[src/rtl/pnet_pkg.sv]
package pnet_pkg;
  localparam int NPLACE = 9;
  localparam int NCTL   = 8;

  localparam int P_START = 0;
  localparam int P_SETUP = 1;
  localparam int P_ARUN  = 2;
  localparam int P_AWAIT = 3;
  localparam int P_BRUN  = 4;
  localparam int P_BWAIT = 5;
  localparam int P_DECIDE = 6;
  localparam int P_RETRY = 7;
  localparam int P_FINISH = 8;

  localparam int C_GO    = 0;
  localparam int C_ASTEP = 1;
  localparam int C_BSTEP = 2;
  localparam int C_AGAIN = 3;
  localparam int NCOND_MIN = 4;

  localparam logic [NPLACE-1:0] INIT_MARK = NPLACE'(1) << P_START;

  // one mask per control bit: the places that assert it
  localparam logic [NPLACE-1:0] CTL_MAP [NCTL] = '{
    9'b010000010,
    9'b000000100,
    9'b000001000,
    9'b000010000,
    9'b000100000,
    9'b001000000,
    9'b010000000,
    9'b000101000
  };
endpackage

[src/rtl/pnet_place.sv]
module pnet_place #(
  parameter bit INIT = 1'b0
) (
  input  logic clk,
  input  logic rst,
  input  logic fill,
  input  logic drain,
  output logic q
);
  always_ff @(posedge clk) begin
    if (rst) q <= INIT;
    else     q <= (q & ~drain) | fill;
  end

  // a held token is never topped up by another firing
  p_no_overflow_r10: assert property (@(posedge clk) disable iff (rst)
    !(q && fill && !drain));
endmodule

[src/rtl/pnet_fire.sv]
module pnet_fire
  import pnet_pkg::*;
#(
  parameter int NCOND = 4
) (
  input  logic [NPLACE-1:0] mark,
  input  logic [NCOND-1:0]  cond,
  output logic [NPLACE-1:0] fill,
  output logic [NPLACE-1:0] drain
);
  logic t_go, t_fork, t_a, t_b, t_join, t_loop, t_exit, t_retry, t_home;

  always_comb begin
    t_go    = mark[P_START]  & cond[C_GO];
    t_fork  = mark[P_SETUP];
    t_a     = mark[P_ARUN]   & cond[C_ASTEP];
    t_b     = mark[P_BRUN]   & cond[C_BSTEP];
    t_join  = mark[P_AWAIT]  & mark[P_BWAIT];
    t_loop  = mark[P_DECIDE] & cond[C_AGAIN];
    t_exit  = mark[P_DECIDE] & ~cond[C_AGAIN];
    t_retry = mark[P_RETRY];
    t_home  = mark[P_FINISH];

    fill = '0;
    fill[P_START]  = t_home;
    fill[P_SETUP]  = t_go | t_retry;
    fill[P_ARUN]   = t_fork;
    fill[P_AWAIT]  = t_a;
    fill[P_BRUN]   = t_fork;
    fill[P_BWAIT]  = t_b;
    fill[P_DECIDE] = t_join;
    fill[P_RETRY]  = t_loop;
    fill[P_FINISH] = t_exit;

    drain = '0;
    drain[P_START]  = t_go;
    drain[P_SETUP]  = t_fork;
    drain[P_ARUN]   = t_a;
    drain[P_AWAIT]  = t_join;
    drain[P_BRUN]   = t_b;
    drain[P_BWAIT]  = t_join;
    drain[P_DECIDE] = t_loop | t_exit;
    drain[P_RETRY]  = t_retry;
    drain[P_FINISH] = t_home;
  end
endmodule

[src/rtl/pnet_decode.sv]
module pnet_decode
  import pnet_pkg::*;
(
  input  logic [NPLACE-1:0] mark,
  output logic [NCTL-1:0]   ctl,
  output logic              done
);
  for (genvar i = 0; i < NCTL; i++) begin : g_ctl
    assign ctl[i] = |(mark & CTL_MAP[i]);
  end
  assign done = mark[P_FINISH];
endmodule

[src/rtl/pnet_ctrl.sv]
module pnet_ctrl
  import pnet_pkg::*;
#(
  parameter int NCOND = 4
) (
  input  logic             clk,
  input  logic             rst,
  input  logic [NCOND-1:0] cond,
  output logic [NCTL-1:0]  ctl,
  output logic             done
);
  logic [NPLACE-1:0] mark, fill, drain;

  initial begin
    if (NCOND < NCOND_MIN) $error("NCOND too small for the net");
  end

  pnet_fire #(.NCOND(NCOND)) u_fire (
    .mark(mark), .cond(cond), .fill(fill), .drain(drain)
  );

  for (genvar p = 0; p < NPLACE; p++) begin : g_place
    pnet_place #(.INIT(INIT_MARK[p])) u_place (
      .clk(clk), .rst(rst), .fill(fill[p]), .drain(drain[p]), .q(mark[p])
    );
  end

  pnet_decode u_dec (.mark(mark), .ctl(ctl), .done(done));

  // reset leaves only the start token
  p_reset_mark_r1: assert property (@(posedge clk)
    rst |=> (mark == INIT_MARK));
  // the setup token always forks into both branches
  p_fork_r3: assert property (@(posedge clk) disable iff (rst)
    mark[P_SETUP] |=> (mark[P_ARUN] && mark[P_BRUN] && !mark[P_SETUP]));
  // the decision place is reached only through a full join
  p_join_r5: assert property (@(posedge clk) disable iff (rst)
    $rose(mark[P_DECIDE]) |-> $past(mark[P_AWAIT] && mark[P_BWAIT]));
  // a wait token that is alone stays where it is
  p_wait_hold_r5: assert property (@(posedge clk) disable iff (rst)
    (mark[P_AWAIT] && !mark[P_BWAIT]) |=> mark[P_AWAIT]);
  // the decision place hands over to exactly one successor
  p_choice_r6: assert property (@(posedge clk) disable iff (rst)
    mark[P_DECIDE] |=> ($onehot0({mark[P_RETRY], mark[P_FINISH]}) &&
                         (mark[P_RETRY] || mark[P_FINISH])));
endmodule

[config.mk]
export PLATFORM = sky130hd
export DESIGN_NAME = pnet_ctrl
export DESIGN_NICKNAME = d
export VERILOG_FILES = /design/src/rtl/pnet_pkg.sv /design/src/rtl/pnet_place.sv /design/src/rtl/pnet_fire.sv /design/src/rtl/pnet_decode.sv /design/src/rtl/pnet_ctrl.sv
export SDC_FILE = /design/constraint.sdc
export NUM_CORES = 1
export LEC_CHECK = 0
export ABC_CLOCK_PERIOD_IN_PS = 1850
export BUFFER_PORTS_ARGS = -buffer_cell sky130_fd_sc_hd__buf_2
export CAP_MARGIN = 25
export CORE_AREA = 2 2 39 41
export DETAILED_ROUTE_END_ITERATION = 12
export DIE_AREA = 0 0 41 43
export PLACE_DENSITY = 0.57
export REMOVE_ABC_BUFFERS = 1
export SETUP_SLACK_MARGIN = 0.05
export SYNTH_ARGS = -nofsm -noshare
export SYNTH_HDL_FRONTEND = slang
export SYNTH_SLANG_ARGS = --single-unit
[constraint.sdc]
create_clock -name clk -period 1.85 [get_ports clk]
set_input_delay 0.0925 -clock clk [delete_from_list [all_inputs] [get_ports clk]]
set_output_delay 0.0925 -clock clk [all_outputs]
set_load 0.005 [all_outputs]
==> out/metrics.yaml <==
placed_design:
  place.port_buffers: 14
  dpl.hpwl_um: 437
  place_area_sq_um: 389
  gp_congestion: 0.629
  dp_cells: 61
power:
  clockPowerShare_pct: 37.8
  vdd_drop_max_v: 0.000308
  seq_power_share_pct: 54.9
  p_int_uw: 298
  power_uw: 373
  netSwitchingFraction_pct: 20.1
  comb_power_share_pct: 7.2
  power.density_nw_per_um2: 897
  power.switching_uw: 75.1
  leakage_uw: 0.000206
setup_path:
  cp_cell_sequence: "or2_2 -> buf_2"
  cp.arrival_ns: 0.99
  worstPathRequired_ns: 1.76
  critPathMaxStageDelay_ns: 0.33
  r2r.worst_path.cells: 2
  cp-end-kind: "output pin"
  r2r_slack_ns: 1.17
  crit_fanout: 5
  path_class: "reg2out"
  crit_slowest_cell: "dfxtp_1"
  cp-startpoint: "g_place[5].u_place.q"
  start_kind: "flip-flop"
  rr_startpoint: "g_place[3].u_place.q"
  r2r-end: "g_place[5].u_place.q"
yosys:
  synth_compound_area_share_pct: 8.45
  synth-xor-area-share_pct: 0
  synth-seq-cells: 9
  synthMuxAreaShare_pct: 0
  yosysUniqueCellTypes: 12
  synth_fa_ha_area_share_pct: 0
  yosysWarnings: 0
  synth-simple-area-share_pct: 22.9
  synthCells: 38
  ys_seq_area_share_pct: 50.7
  avgSynthCellArea_sq_um: 9.35
  synth_top_family_by_area: "simple AND/OR/NAND/NOR gates"
  netlist_area_sq_um: 355
clock_network:
  clk_root_buffer_cell: "clkbuf_4"
  htreeDepth: 1
  cts_resized: 0
  hold_buffers: 0
  cts_sinks: 9
  clk_latency_ns: 0.25
  cts_max_path_buffers: 2
  cts_tree: "built"
  clk_pin_slew_worst_paths_ns: 0.05
  cts_setup_buffers: 0
  cts_buffers: 3
sta:
  period_share_pct: 58.5
  worst_pin_slew_ns: 0.171
  maxSlewHeadroom_pct: 88.6
  layout_min_cycle_time_ns: 1.08
  finalClockSkew_ns: 0.000281
  finalHoldViolCount: 0
  fmax_mhz: 925
  rsz0062_at_grt: "false"
  setup-tns-final_ns: 0
  setup_viol: 0
  slew_violations: 0
global_route:
  grt_pass1_vias: 234
  grt_start_max_net_pins: 10
  grt_pass1_wl_um: 924
  antenna_found_initial: 0
  grt_overflow_total: 0
  grtUsageTotal_pct: 8.39
finish:
  area_growth_pct: 16.9
  reg_top3: "g_place.u_place.q: 9 flops"
  fillCellCount: 161
  most-common-layout-cells: "buf_2 (14), dfxtp_1 (9), a21oi_1 (5), nand2b_1 (4)"
  largest_reg_flops: 9
  drive_gt1_share_pct: 40.8
  stdcell_count: 65
  stdcell_area_sq_um: 415
  final_common_cell: "buf_2"
  num_antenna_cells: 0
  utilization_pct: 30.0
  finalNetCount: 56
  largest-register: "g_place.u_place.q"
detailed_routing:
  vias: 262
  wire_per_inst_um: 8.43
  vias_per_cell: 4.03
  drt-pass1-iter-count: 3
  drc: 0
  drt_iter0_drc: 4
  ant_nets: 0
  routed_wl_um: 548
floorplan:
  chipWidth_um: 41
  dieArea_sq_um: 1760
  coreArea_sq_um: 1380
  pin_count: 15
  fp.dieH_um: 43
  std_cell_rows: 14
  initial_core_util_pct: 25.7
hold_path:
  hold-path-cell-count: 2
  min_from: "cond[3]"
  holdPathEnd: "g_place[8].u_place.q"
  hp-class: "in2reg"
job:
  drv_cap: 0
outcome:
  status: "finished, final reports clean"
==> through the flow <==
| step | hold WS, ns | worst slack [ns] |
|---|---|---|
| after CTS | 0.00470 | 0.752 |
| after global routing | 0.00558 | 0.721 |
| final | 0.0162 | 0.769 |
| after floorplan | 0.161 | 1.14 |
| after detailed placement | 0.278 | 1.03 |
| after global placement | 0.277 | 1.04 |
==> routing by layer <==
layer	part of all wire, %	global-route usage, %
met3	8.8	4.71
met1	41	9.54
met4	1.6	8.00
met2	48	10.3
met5	0	0
==> how the worst max path moves through the flow <==
stage,endpoint,slack (ns)
2_1_floorplan,ctl[7],1.14
3_3_place_gp,ctl[0],1.04
3_5_place_dp,ctl[7],1.03
4_1_cts,ctl[7],0.75
5_1_grt,ctl[7],0.72
6_report,ctl[7],0.77
==> cells by family after synthesis <==
kind of cell / after synthesis
AND/OR/NAND/NOR: 14
flip-flops: 9
buffers and inverters: 9
AO/OA/AOI/OAI: 6
==> power groups by stage <==
stage | logic (uW) | registers (uW) | clock network (uW)
finish | 27.0 | 205 | 141
global placement | 27.0 | 209 | 0
floorplan | 10.7 | 209 | 0
CTS | 27.9 | 205 | 149
global route | 31.3 | 206 | 156
detailed placement | 27.5 | 209 | 0
==> critical path, delay by kind of cell, from the launching register on <==
family,cells,cell delay (ns)
and+or+nand+nor,1,0.29
buffers and inverters,1,0.12
DFF,1,0.33
==> synth_stat cells (all sizes together) <==
library cell  instances  area [sq um]
nand2b                4          25.0
nor2                  3          11.3
buf                   7          56.3
nor3b                 1          12.5
dfxtp                 9           180
o21ai                 1          5.00
inv                   2          7.51
a21oi                 5          25.0
nand2                 3          11.3
or2                   2          12.5
and3b                 1          8.76
==> layout make-up <==
class / count / area (sq um) / area share, %
inverters: 2 / 7.51 / 1.81
multi-input cells: 20 / 111 / 26.8
clock buffers: 4 / 26.3 / 6.33
well taps: 16 / 20.0 / 4.82
flip-flops and latches: 9 / 180 / 43.4
repair buffers: 14 / 70.1 / 16.9
No activity file was read; power rests on OpenSTA's default activity.
